<file path="config.mk">
export PLATFORM = sky130hd
export DESIGN_NAME = xlate_cache
export DESIGN_NICKNAME = d
export VERILOG_FILES = /design/src/rtl/xlate_pkg.sv /design/src/rtl/xlate_match.sv /design/src/rtl/xlate_victim.sv /design/src/rtl/xlate_cache.sv
export SDC_FILE = /design/constraint.sdc
export NUM_CORES = 1
export LEC_CHECK = 0
export CAP_MARGIN = 10
export CELL_PAD_IN_SITES_DETAIL_PLACEMENT = 1
export CELL_PAD_IN_SITES_GLOBAL_PLACEMENT = 1
export CORE_MARGIN = 4
export CORE_UTILIZATION = 48
export DETAILED_ROUTE_END_ITERATION = 10
export PLACE_DENSITY = 0.75
export SLEW_MARGIN = 15
export SYNTH_ARGS = -nofsm -noshare
export SYNTH_HDL_FRONTEND = slang
export SYNTH_HIERARCHICAL = 1
export SYNTH_SLANG_ARGS = --single-unit
</file>
<file path="constraint.sdc">
create_clock -name clk -period 5.4 [get_ports clk]
set_clock_uncertainty 0.2 [all_clocks]
set_input_delay 1.08 -clock clk [delete_from_list [all_inputs] [get_ports clk]]
set_output_delay 1.08 -clock clk [all_outputs]
set_load 0.1 [all_outputs]
</file>
<file path="src/rtl/xlate_pkg.sv">
package xlate_pkg;
  localparam int DEF_ENTRIES = 16;
  localparam int DEF_VPN_W   = 20;
  localparam int DEF_PFN_W   = 20;
  localparam int DEF_ASID_W  = 8;

  localparam int         RND_W    = 8;
  localparam logic [7:0] RND_MASK = 8'hB8;
  localparam logic [7:0] RND_SEED = 8'h5A;

  function automatic logic [RND_W-1:0] rnd_step(input logic [RND_W-1:0] s);
    rnd_step = {1'b0, s[RND_W-1:1]} ^ (s[0] ? RND_MASK : '0);
  endfunction
endpackage

</file>
<file path="src/rtl/xlate_match.sv">
module xlate_match #(
  parameter int N      = 16,
  parameter int VPN_W  = 20,
  parameter int ASID_W = 8,
  localparam int IDX_W = (N > 1) ? $clog2(N) : 1
) (
  input  logic [N-1:0]      ent_valid,
  input  logic [VPN_W-1:0]  ent_vpn  [N],
  input  logic [ASID_W-1:0] ent_asid [N],
  input  logic [VPN_W-1:0]  key_vpn,
  input  logic [ASID_W-1:0] key_asid,
  output logic [N-1:0]      hit_vec,
  output logic              hit_any,
  output logic [IDX_W-1:0]  hit_idx
);
  for (genvar g = 0; g < N; g++) begin : g_cmp
    assign hit_vec[g] = ent_valid[g] && (ent_vpn[g] == key_vpn) &&
                        (ent_asid[g] == key_asid);
  end

  assign hit_any = |hit_vec;

  always_comb begin
    hit_idx = '0;
    for (int k = N - 1; k >= 0; k--) begin
      if (hit_vec[k]) hit_idx = IDX_W'(k);
    end
  end
endmodule

</file>
<file path="src/rtl/xlate_victim.sv">
module xlate_victim import xlate_pkg::*; #(
  parameter int N = 16,
  localparam int IDX_W = (N > 1) ? $clog2(N) : 1
) (
  input  logic             clk,
  input  logic             rst,
  input  logic [N-1:0]     ent_valid,
  input  logic [N-1:0]     ent_lock,
  output logic [IDX_W-1:0] vic_idx,
  output logic             vic_ok
);
  logic [RND_W-1:0] rnd_q;
  logic [IDX_W-1:0] ptr_raw;
  logic [IDX_W-1:0] ptr;
  logic             free_any;
  logic [IDX_W-1:0] free_idx;
  logic             rot_any;
  logic [IDX_W-1:0] rot_idx;

  always_ff @(posedge clk) begin
    if (rst) rnd_q <= RND_SEED;
    else     rnd_q <= rnd_step(rnd_q);
  end

  always_comb begin
    ptr_raw = '0;
    for (int b = 0; b < RND_W; b++) begin
      ptr_raw[b % IDX_W] = ptr_raw[b % IDX_W] ^ rnd_q[b];
    end
    ptr = (int'(ptr_raw) >= N) ? IDX_W'(int'(ptr_raw) - N) : ptr_raw;
  end

  always_comb begin
    free_any = 1'b0;
    free_idx = '0;
    for (int k = N - 1; k >= 0; k--) begin
      if (!ent_valid[k]) begin
        free_any = 1'b1;
        free_idx = IDX_W'(k);
      end
    end
  end

  always_comb begin
    rot_any = 1'b0;
    rot_idx = '0;
    for (int k = N - 1; k >= 0; k--) begin
      int j;
      j = int'(ptr) + k;
      if (j >= N) j = j - N;
      if (!ent_lock[j]) begin
        rot_any = 1'b1;
        rot_idx = IDX_W'(j);
      end
    end
  end

  assign vic_ok  = free_any || rot_any;
  assign vic_idx = free_any ? free_idx : rot_idx;
endmodule

</file>
<file path="src/rtl/xlate_cache.sv">
module xlate_cache import xlate_pkg::*; #(
  parameter int ENTRIES = DEF_ENTRIES,
  parameter int VPN_W   = DEF_VPN_W,
  parameter int PFN_W   = DEF_PFN_W,
  parameter int ASID_W  = DEF_ASID_W
) (
  input  logic              clk,
  input  logic              rst,
  input  logic              look_req,
  input  logic [VPN_W-1:0]  look_vpn,
  input  logic [ASID_W-1:0] look_asid,
  input  logic              fill_req,
  input  logic [VPN_W-1:0]  fill_vpn,
  input  logic [ASID_W-1:0] fill_asid,
  input  logic [PFN_W-1:0]  fill_pfn,
  input  logic              fill_lock,
  input  logic              flush_req,
  output logic              look_ack,
  output logic              look_hit,
  output logic [PFN_W-1:0]  look_pfn,
  output logic              fill_drop
);
  localparam int IDX_W = (ENTRIES > 1) ? $clog2(ENTRIES) : 1;

  logic [ENTRIES-1:0] valid_q;
  logic [ENTRIES-1:0] lock_q;
  logic [VPN_W-1:0]   vpn_q  [ENTRIES];
  logic [ASID_W-1:0]  asid_q [ENTRIES];
  logic [PFN_W-1:0]   pfn_q  [ENTRIES];

  logic [ENTRIES-1:0] lk_vec;
  logic               lk_any;
  logic [IDX_W-1:0]   lk_idx;
  logic [ENTRIES-1:0] fm_vec;
  logic               fm_any;
  logic [IDX_W-1:0]   fm_idx;
  logic [IDX_W-1:0]   vic_idx;
  logic               vic_ok;
  logic               wr_en;
  logic [IDX_W-1:0]   wr_idx;

  xlate_match #(.N(ENTRIES), .VPN_W(VPN_W), .ASID_W(ASID_W)) u_look_cmp (
    .ent_valid (valid_q),
    .ent_vpn   (vpn_q),
    .ent_asid  (asid_q),
    .key_vpn   (look_vpn),
    .key_asid  (look_asid),
    .hit_vec   (lk_vec),
    .hit_any   (lk_any),
    .hit_idx   (lk_idx)
  );

  xlate_match #(.N(ENTRIES), .VPN_W(VPN_W), .ASID_W(ASID_W)) u_fill_cmp (
    .ent_valid (valid_q),
    .ent_vpn   (vpn_q),
    .ent_asid  (asid_q),
    .key_vpn   (fill_vpn),
    .key_asid  (fill_asid),
    .hit_vec   (fm_vec),
    .hit_any   (fm_any),
    .hit_idx   (fm_idx)
  );

  xlate_victim #(.N(ENTRIES)) u_victim (
    .clk       (clk),
    .rst       (rst),
    .ent_valid (valid_q),
    .ent_lock  (lock_q),
    .vic_idx   (vic_idx),
    .vic_ok    (vic_ok)
  );

  assign wr_en  = fill_req && (fm_any || vic_ok);
  assign wr_idx = fm_any ? fm_idx : vic_idx;

  for (genvar g = 0; g < ENTRIES; g++) begin : g_state
    always_ff @(posedge clk) begin
      if (rst) begin
        valid_q[g] <= 1'b0;
        lock_q[g]  <= 1'b0;
      end else if (wr_en && (wr_idx == IDX_W'(g))) begin
        valid_q[g] <= 1'b1;
        lock_q[g]  <= fill_lock;
      end else if (flush_req && !lock_q[g]) begin
        valid_q[g] <= 1'b0;
      end
    end
  end

  always_ff @(posedge clk) begin
    if (wr_en) begin
      vpn_q[wr_idx]  <= fill_vpn;
      asid_q[wr_idx] <= fill_asid;
      pfn_q[wr_idx]  <= fill_pfn;
    end
  end

  always_ff @(posedge clk) begin
    look_pfn <= pfn_q[lk_idx];
    if (rst) begin
      look_ack  <= 1'b0;
      look_hit  <= 1'b0;
      fill_drop <= 1'b0;
    end else begin
      look_ack  <= look_req;
      look_hit  <= look_req && lk_any;
      fill_drop <= fill_req && !fm_any && !vic_ok;
    end
  end
endmodule

</file>
## After elaboration in Yosys (flattened, before gate mapping)

Memory sizes are Yosys's and may differ from the RTL's. A register that Yosys moved wholly into a read port is not among the register bits.
Cells that the tools add are included.

| operators by class | value |
|---|---|
| eq/ne operators | 79 |
| reduce and logical (&&, ||, !) cells | 140 |
| bitwise operators | 6 |
| multiplexer cells | 203 |
| add/sub/neg operators | 31 |
| $lt $le $gt $ge | 34 |

Operators with widths:

| operator | count |
|---|---|
| $eq 20x20->1 | 32 |
| $lt 32x6->1 const B | 16 |
| $mux 32 | 16 |
| $ge 32x6->1 const B | 15 |
| $sub 32x6->32 const B | 15 |
| $bwmux 320 | 1 |
| $mux 4 | 66 |
| $eq 8x8->1 | 32 |
| $bwmux 128 | 1 |
| $logic_and 1x1->1 | 101 |
| $mux 1 | 98 |
| $demux 20 s4 | 1 |
| $bmux 1 s4 | 16 |
| $add 4x4->5 const B | 8 |
| $demux 8 s4 | 1 |
| $eq 4x4->1 const B | 8 |
| $reduce_bool 2->1 | 16 |
| $reduce_or 16->1 | 2 |
| $add 4x3->5 const B | 4 |
| $mux 20 | 1 |
| $logic_not 1->1 | 18 |
| $eq 4x3->1 const B | 4 |
| $mux 8 | 2 |
| $add 4x2->5 const B | 2 |
| other kinds (12) | 17 |

| word-level totals | value |
|---|---|
| bits in registers | 491 |
| bits in writable memories | 320 |
| logic and storage cells | 562 |
| memories kept | 1 |

Memories:

| memory | words | bits a word | rd ports | clocked after Yosys merged registers in | write ports | line | text |
|---|---|---|---|---|---|---|---|
| pfn_q | 16 | 20 | 1 | 1 | 1 | xlate_cache.sv:29 | `logic [PFN_W-1:0] pfn_q [ENTRIES];` |

## Depth between registers and ports, before layout

Gate-level depths: netlist of the first run.

| depth | value |
|---|---|
| word-level depth | 31 |
| gate-level depth with buffers | 20 |

## Modules after synthesis

Netlist of the first run, hierarchy kept.

Modules (own cells, without submodules):

| module | cells an instance | sequential area each (µm²) | instances | area each (µm²) |
|---|---|---|---|---|
| xlate_cache | 1121 | 24163.2 | 1 | 27241.1 |
| xlate_match | 699 | 0.0 | 2 | 5511.5 |
| xlate_victim | 304 | 160.2 | 1 | 2461.1 |

## Worst setup path after synthesis of the first run

OpenSTA, ideal clock, no wires.

| timing path | value |
|---|---|
| kind | reg-to-reg |
| from | reg u_victim.rnd_q[0] |
| to | reg asid_q[104] (netlist bit), enable pin |
| setup slack | -0.235 ns |
| library setup time | 0.402 ns |
| stages on the path, launching flop included | 20 |
| clock period less this slack | 5.635 ns |
| arrival | 5.033 ns |
| cells stage by stage | dfxtp_1 > buf_6 > xnor2_4 > inv_4 > buf_6 > buf_6 > ha_1 > clkbuf_1 > xnor2_2 > mux4_2 > mux2i_2 > nand2_1 > a211oi_2 > o31ai_1 > a21o_1 > a31o_1 > mux2_2 > a211oi_2 > nand2_1 > inv_1 |

| on the way | value |
|---|---|
| cells in the longest elaborated chain, start to end | 26 |

RTL lines:

| what | line | text |
|---|---|---|
| start: declaration | xlate_victim.sv:12 | `logic [RND_W-1:0] rnd_q;` |
| start signal: assignment | xlate_victim.sv:22 | `else rnd_q <= rnd_step(rnd_q);` |
| $xor 1x1->1 * | xlate_victim.sv:28 | `ptr_raw[b % IDX_W] = ptr_raw[b % IDX_W] ^ rnd_q[b];` |
| net u_victim.ptr[0] | xlate_victim.sv:14 | `logic [IDX_W-1:0] ptr;` |
| $add 4x4->5 | xlate_victim.sv:49 | `j = int'(ptr) + k;` |
| $sub 32x6->32 / $ge 32x6->1 (equally long branches) | xlate_victim.sv:50 | `if (j >= N) j = j - N;` |
| $mux 32 | xlate_victim.sv:50 |  |
| $bmux 1 s4 | xlate_victim.sv:51 | `if (!ent_lock[j]) begin` |
| $mux 1 (not written as such) (2 in a row) | xlate_victim.sv:51 |  |
| $mux 1 (15 in a row) | xlate_victim.sv:51 |  |
| $mux 1 * | xlate_victim.sv:51 |  |
| $logic_or 1x1->1 * | xlate_victim.sv:58 | `assign vic_ok = free_any \|\| rot_any;` |
| $logic_or 1x1->1 * | xlate_cache.sv:73 | `assign wr_en = fill_req && (fm_any \|\| vic_ok);` |
| $logic_and 1x1->1 * | xlate_cache.sv:73 |  |
| end signal: indexed assignment | xlate_cache.sv:93 | `asid_q[wr_idx] <= fill_asid;` |
| end: declaration | xlate_cache.sv:28 | `logic [ASID_W-1:0] asid_q [ENTRIES];` |

The timed path passes the listed nets; every way through them passes the cells marked *. The select of a mux whose other input is x is not followed.
A chain may end at the register's enable or synchronous reset.

## Final worst setup path of the first run

| timing path | value |
|---|---|
| from | in look_asid[2] |
| to | reg look_pfn[0] (read register of pfn_q) |

RTL lines:

| what | line | text |
|---|---|---|
| start: declaration | xlate_cache.sv:11 | `input logic [ASID_W-1:0] look_asid,` |
| $eq 8x8->1 | xlate_match.sv:18 | `(ent_asid[g] == key_asid);` |
| $logic_and 1x1->1 | xlate_match.sv:17 | `assign hit_vec[g] = ent_valid[g] && (ent_vpn[g] == key_vpn) &&` |
| net lk_vec[5] | xlate_cache.sv:31 | `logic [ENTRIES-1:0] lk_vec;` |
| $mux 4 (6 in a row) | xlate_match.sv:26 | `if (hit_vec[k]) hit_idx = IDX_W'(k);` |
| net lk_idx[0] | xlate_cache.sv:33 | `logic [IDX_W-1:0] lk_idx;` |
| end: declaration | xlate_cache.sv:20 | `output logic [PFN_W-1:0] look_pfn,` |

The timed path passes the listed nets, and every way through them passes these cells.

==> impl_results.md, run 1 <==
- Met1 usage: 40.4%
- Hold path cells: 1
- Yosys top cell by area: edfxtp_1
- Measured slew at the worst slew-check pin: 1.01 ns
- Setup TNS: 0 ns
- Port Buffer Count: 104
- Antenna cells: 0
- Overall die height: 299 um
- Dpl hpwl: 104000 um
- Fmax: 192 MHz
- CP endpoint kind: register
- Mapped Nets: 2906
- GR peak layer: met2
- Most frequent cell after synthesis: edfxtp_1
- # H-tree levels: 3
- CTS tree: built
- Final GP Congestion: 0.960
- Relative max-transition margin: 32.8%
- Number of antenna-violating nets in the routed design: 0
- Worst path cell trace: clkdlybuf4s50_1 -> buf_12 -> buf_12 -> xor2_1 -> nor4_1 -> nand4_1 -> nor4_2 -> nand2b_1 -> or4b_1 -> o21ai_4 -> buf_12 -> buf_4 -> mux4_2 -> a22oi_1 -> nand2_1
- Status: finished clean
- Post-synthesis async set-or-reset flop share: 0%
- Total CTS buffers: 87
- Initial antenna violation count: 3
- Post-synth cell types: 74
- CTS Root Buffer Type: clkbuf_16
- #FFs+latches synth: 831
- Io pins: 105
- CP max FO: 23
- Worst Path Class, Setup: in2reg
- # DRC: 0
- Crit path top cell by count: buf_12
- Met3 Track Usage GR: 5.88%
- VDD IR max: 0.000322 V
- Worst-path clk slew: 0.06 ns
- Netlist Area Pre-Place: 40700 um^2
- Final period util: 96.7%
- Vias per cell: 6.23
- Max_cap viols: 0
- Post-Syn Instances: 2823
- Core Region: 83800 um^2
- Pre-CTS setup slack: -0.337 ns
- Worst reg-to-reg path cell count: 16
- Final Hold Fails: 0
- Yosys warnings: 6
- Clock Sinks: 831
- Num rows: 106
- Total die area: 89600 um^2
- Post-synthesis sequential area ratio: 59.7%
- Period minus WS final: 5.22 ns
- RSZ-0062 raised after global routing: false
- Clk buf depth: 3
- First-pass GRT wire length: 213000 um
- Final Max Tran Viols: 0
- Layout cells sized above 1: 22.1%
- WL final: 149000 um
- R2r endpoint: pfn_q[15][18]$_DFFE_PP_
- Leakage: 16.8 nW
- Via count: 27773
- Startpoint class of the critical path: input pin
- Worst hold path type: reg2reg
- Ys flop type: edfxtp_1
- Layout area overhead: 21.7%
- Wire per inst: 33.5 um
- Syn_area_per_cell: 14.4 um^2
- Synth top cells by count: 768 x edfxtp_1, 522 x xor2_1, 382 x xnor2_1
- Latest clock arrival within the worst-skew pair: 0.70 ns
- Req. time, crit path: 5.76 ns
- Starting Density: 48.6%
- Final total power: 15.0 mW
- R2r setup slk: 0.20 ns
- Reg2Reg Launch Point: u_victim/rnd_q[4]$_SDFF_PP1_
- Met2 Track Usage GR: 56.1%
- Die width: 299 um
- GRT Util Overall: 33.0%
- CP arrival: 5.59 ns
- Power per cell area: 303 nW/um^2
- Top cell type's share of synthesized area: 56.6%
- CP Capture Point: look_pfn[0]$_DFF_P_
- # nets final: 3338
- Post-synth EDFFs: 768
- DRT iter0 DRCs: 2661
- Slowest CP cell: clkdlybuf4s50_1
- CP peak stage delay: 0.55 ns
- Vias in the first global route: 29664
- Pre-antenna DRT Iters: 7
- Crit path from: look_asid[2]
- Fin worst setup slack: 0.178 ns
- Largest net degree at the start of global routing: 65
- Area contributors post-synth: edfxtp_1 57%, xor2_1 11%, xnor2_1 8.2%
- Overflow left after global routing: 0
- Endpoints failing setup: 0
-- layout make-up --
type	count	area, um^2
clock buffer	110	2340
tap	1134	1420
sequential	831	24300
fill	7828	34200
inverter	36	198
clock inverter	47	599
timing repair buffer	501	5250
multi-input combinational	1798	15400
-- state kept, by name, summed over array words and instances, names as in the netlist --
name / count
pfn_q: 320
look_ack: 1
look_pfn: 20
u_victim/rnd_q: 8
look_hit: 1
asid_q: 128
valid_q: 16
lock_q: 16
fill_drop: 1
vpn_q: 320
-- layer usage --
metal  vias up  share of wire (%)  routed length (um)
li1      11324                  -                   -
met1     14537                 37               55000
met2      1437                 49               72600
met3       473                7.8               11700
met4         2                6.7               10100
met5         -              0.011                  17
-- logic make-up after synthesis --
kind of cell | after synthesis | share of synthesized area [%]
xor+xnor | 917 | 20.0
buf+inv | 194 | 2.49
mux | 152 | 6.85
fa+ha+maj | 1 | 0.0307
flops | 831 | 59.7
simple gates | 545 | 7.83
compound gates | 183 | 3.06
-- per-stage QoR --
step / area (um^2) / hold slack (ns) / utilization (%) / instances
final: 49600 / 0.297 / 59.1 / 4457
after global routing: 49600 / 0.314 / 59.1 / 4457
after floorplan: 40800 / 0.278 / - / 2823
after detailed placement: 46600 / 0.301 / 55.6 / 4298
after CTS: 49500 / 0.309 / 59.1 / 4455
after global placement: 46600 / 0.295 / 55.6 / 4298
-- power by group --
part | internal (mW) | switching (mW) | leakage [nW] | total, mW
sequential | 7.09 | 0.0455 | 7.46 | 7.14
combinational | 0.650 | 1.07 | 7.88 | 1.72
clock | 3.50 | 2.68 | 1.42 | 6.18
-- critical path: cells and delay by family --
kind | cells | cell delay [ns]
compound gates | 2 | 0.62
xor+xnor | 1 | 0.11
buf+inv | 5 | 1.40
mux | 1 | 0.49
simple gates | 6 | 1.84
-- worst min-delay path by stage --
stage                     slack, ns                          from                      endpoint
after floorplan                0.28        lock_q[0]$_SDFFE_PP0P_        lock_q[0]$_SDFFE_PP0P_
after global placement         0.30  u_victim/rnd_q[1]$_SDFF_PP1_  u_victim/rnd_q[0]$_SDFF_PP0_
after detailed placement       0.30  u_victim/rnd_q[1]$_SDFF_PP1_  u_victim/rnd_q[0]$_SDFF_PP0_
after CTS                      0.31  u_victim/rnd_q[1]$_SDFF_PP1_  u_victim/rnd_q[0]$_SDFF_PP0_
after global routing           0.31  u_victim/rnd_q[1]$_SDFF_PP1_  u_victim/rnd_q[0]$_SDFF_PP0_
final                          0.30  u_victim/rnd_q[1]$_SDFF_PP1_  u_victim/rnd_q[0]$_SDFF_PP0_
-- cell usage in the layout (no fill, tap or decap), drive strengths merged, types with 76 or more instances in the layout --
| cell | Yosys | routed |
|---|---|---|
| edfxtp | 768 | 768 |
| xor2 | 524 | 524 |
| buf | 125 | 425 |
| xnor2 | 393 | 393 |
| nor4 | 150 | 150 |
| nand4 | 120 | 120 |
| clkbuf | 33 | 110 |
| mux4 | 97 | 97 |
| nand2 | 91 | 91 |
| clkdlybuf4s50 | 0 | 76 |
-- what timing repair did --
action                                  4_1_cts  5_1_grt
buffers inserted                              0        2
hold buffers                                  0        0
endpoints found under the setup margin        0      577
gates resized for setup                       0        6
(Power assumes the default switching activity.)
==> run 2: changes to the inputs <==
CORE_MARGIN = 2   (was 4)
PLACE_DENSITY = unset   (was 0.75)
PLACE_DENSITY_LB_ADDON = 0.05   (was unset)
==> run 2 against run 1 <==
  * Via count fell by 6.3%
  * First-iteration DRC count shrank 15%
  * Critical path depth is 2 lower
  * Combinational power shrank 5%
  * Fmax is 1.2% higher
  * Routed wire length is 9.1% lower
  * Hold slack gained 0.0036 ns
  * Total power is 0.13% higher
  * Critical endpoint is now vpn_q[66]$_DFFE_PP_
==> impl_results.md, run 2 (synthesized netlist as in run 1, its figures left out) <==
- Overall die height: 295 um (was 299 um)
- Worst hold slack: 0.301 ns (was 0.297 ns)
- Startpoint class of the critical path: register (was input pin)
- Latest clock arrival within the worst-skew pair: 0.67 ns (was 0.70 ns)
- Num rows: 106 (unchanged)
- Final GP Congestion: 0.913 (was 0.960)
- Vias in the first global route: 27745 (was 29664)
- CTS Hold Bufs: 0 (unchanged)
- Layout area overhead: 19.8% (was 21.7%)
- Initial antenna violation count: 1 (was 3)
- Inst Count DP: 4204 (was 4298)
- Io pins: 105 (unchanged)
- CP max FO: 28 (was 23)
- Largest registers: pfn_q: 320 flops, vpn_q: 320 flops, asid_q: 128 flops (unchanged)
- Fin area: 48800 um^2 (was 49600 um^2)
- CTS tree: built (unchanged)
- Starting Density: 48.6% (unchanged)
- GRT Util Overall: 31.5% (was 33.0%)
- Relative max-transition margin: 27.0% (was 32.8%)
- Die width: 295 um (was 299 um)
- # DRC: 0 (unchanged)
- Clk buf depth: 3 (unchanged)
- CTS Root Buffer Type: clkbuf_16 (unchanged)
- Worst hold path type: reg2reg (unchanged)
- Final Hold Fails: 0 (unchanged)
- Final period util: 95.6% (was 96.7%)
- WL final: 136000 um (was 149000 um)
- Clock Sinks: 831 (unchanged)
- Most frequent cells in the layout: 768 x edfxtp_1, 522 x xor2_1, 380 x xnor2_1 (was 768 x edfxtp_1, 522 x xor2_1, 382 x xnor2_1)
- WP buf/inv: 2 (was 5)
- Total die area: 87200 um^2 (was 89600 um^2)
- VDD IR max: 0.000284 V (was 0.000322 V)
- RSZ-0062 raised after global routing: false (unchanged)
- Placed inst area: 45700 um^2 (was 46600 um^2)
- DRT iter0 DRCs: 2263 (was 2661)
- First-pass GRT wire length: 197000 um (was 213000 um)
- Wire per inst: 31.1 um (was 33.5 um)
- Worst-path clk slew: 0.05 ns (was 0.06 ns)
- Worst path cell trace: xnor2_2 -> xnor2_1 -> mux2i_1 -> o211ai_1 -> nor2_1 -> nand4b_1 -> nor3_1 -> a21oi_4 -> or3b_1 -> a211oi_2 -> nand2_1 -> clkinvlp_4 -> buf_12 (was clkdlybuf4s50_1 -> buf_12 -> buf_12 -> xor2_1 -> nor4_1 -> nand4_1 -> nor4_2 -> nand2b_1 -> or4b_1 -> o21ai_4 -> buf_12 -> buf_4 -> mux4_2 -> a22oi_1 -> nand2_1)
- Final Max Tran Viols: 0 (unchanged)
- Layout cells sized above 1: 20.1% (was 22.1%)
- Commonest non-fill, non-tap cell in the layout: edfxtp_1 (unchanged)
- Final core utilization: 58.2% (was 59.1%)
- Pre-antenna DRT Iters: 5 (was 7)
- Dpl hpwl: 94200 um (was 104000 um)
- Worst Path Class, Setup: reg2reg (was in2reg)
- Measured slew at the worst slew-check pin: 1.09 ns (was 1.01 ns)
- Req. time, crit path: 5.53 ns (was 5.76 ns)
- Fmax: 194 MHz (was 192 MHz)
- Finished Layout Cells: 4372 (was 4457)
- Endpoints failing setup: 0 (unchanged)
- Power per cell area: 309 nW/um^2 (was 303 nW/um^2)
- Total CTS buffers: 89 (was 87)
- Max_cap viols: 0 (unchanged)
- Slowest CP cell: xnor2_2 (was clkdlybuf4s50_1)
- Vias per cell: 5.95 (was 6.23)
- Status: finished clean (unchanged)
- CP endpoint kind: register (unchanged)
- Crit-path leading delay family: simple AND/OR/NAND/NOR gates (unchanged)
- CP peak stage delay: 0.87 ns (was 0.55 ns)
- Port Buffer Count: 104 (unchanged)
- Core Region: 83800 um^2 (unchanged)
- Antenna cells: 0 (unchanged)
- # H-tree levels: 3 (unchanged)
- CP arrival: 5.29 ns (was 5.59 ns)
- Leakage: 16.3 nW (was 16.8 nW)
- Period minus WS final: 5.16 ns (was 5.22 ns)
- Via count: 26034 (was 27773)
- Largest net degree at the start of global routing: 44 (was 65)
- Overflow left after global routing: 0 (unchanged)
- Number of antenna-violating nets in the routed design: 0 (unchanged)
- # nets final: 3249 (was 3338)
## run 2: cell count changes in the layout (fill, tap and decap cells not counted), sizes merged
cell	previous run	this run
buf	425	334
bufinv	8	9
clkinv	37	28
inv	20	23
clkbuf	110	122
clkinvlp	18	17
## run 2: area by class of cell
| type | count | area (um^2) |
|---|---|---|
| Multi-Input combinational cell | 1798 | 15500 |
| Inverter | 36 | 198 |
| Clock inverter | 41 | 512 |
| Sequential cell | 831 | 24300 |
| Fill cell | 7884 | 35000 |
| Timing Repair Buffer | 410 | 4370 |
| Clock buffer | 122 | 2480 |
| Tap cell | 1134 | 1420 |
## run 2: worst reg2reg max path, delay by kind of cell, from the launching register on
family / cells / cell delay [ns]
and+or+nand+nor: 5 / 1.38
xor gates and xnor gates: 2 / 1.13
AOI/OAI and AO/OA: 3 / 0.74
muxes: 1 / 0.61
buffers and inverters: 2 / 0.43
DFF: 1 / 0.37
## run 2: per-stage QoR
| step | setup TNS (ns) | power, mW | setup slack, ns |
|---|---|---|---|
| finish | 0 | 15.1 | 0.240 |
| global route | 0 | 15.5 | 0.0426 |
| CTS | 0 | 15.1 | 0.00157 |
| detailed placement | -22.64 | 8.87 | -0.376 |
| global placement | -12.66 | 8.83 | -0.294 |
| floorplan | 0 | 8.17 | 0.0732 |
## run 2: final timing paths
kind	from	end	slack (ns)	depth (start not counted)
worst max-delay path	u_victim/rnd_q[7]$_SDFF_PP0_	vpn_q[66]$_DFFE_PP_	0.24	13
worst min-delay path	u_victim/rnd_q[1]$_SDFF_PP1_	u_victim/rnd_q[0]$_SDFF_PP0_	0.30	1
worst max register to register	u_victim/rnd_q[7]$_SDFF_PP0_	vpn_q[66]$_DFFE_PP_	0.24	13
worst min register to register	u_victim/rnd_q[1]$_SDFF_PP1_	u_victim/rnd_q[0]$_SDFF_PP0_	0.30	1
## run 2: timing repair
action,in CTS,in global routing
setup endpoints to repair,0,789
gates resized for setup,0,12
buffers inserted,0,5
## run 2: report_power, final
group	switching, mW	leakage (nW)	total [mW]	internal, mW
sequential	0.0434	7.46	7.14	7.09
combinational	1.01	7.36	1.64	0.629
clock	2.61	1.46	6.28	3.66
total	3.67	16.3	15.1	11.4
## run 2: metal layers
layer  vias up  routed length (um)  track usage [%]
li1      11158                   -                -
met1     13713               57300             42.5
met2       915               65700             52.2
met3       248                7620             4.41
met4         0                5080             11.7
met5         -                   0                0
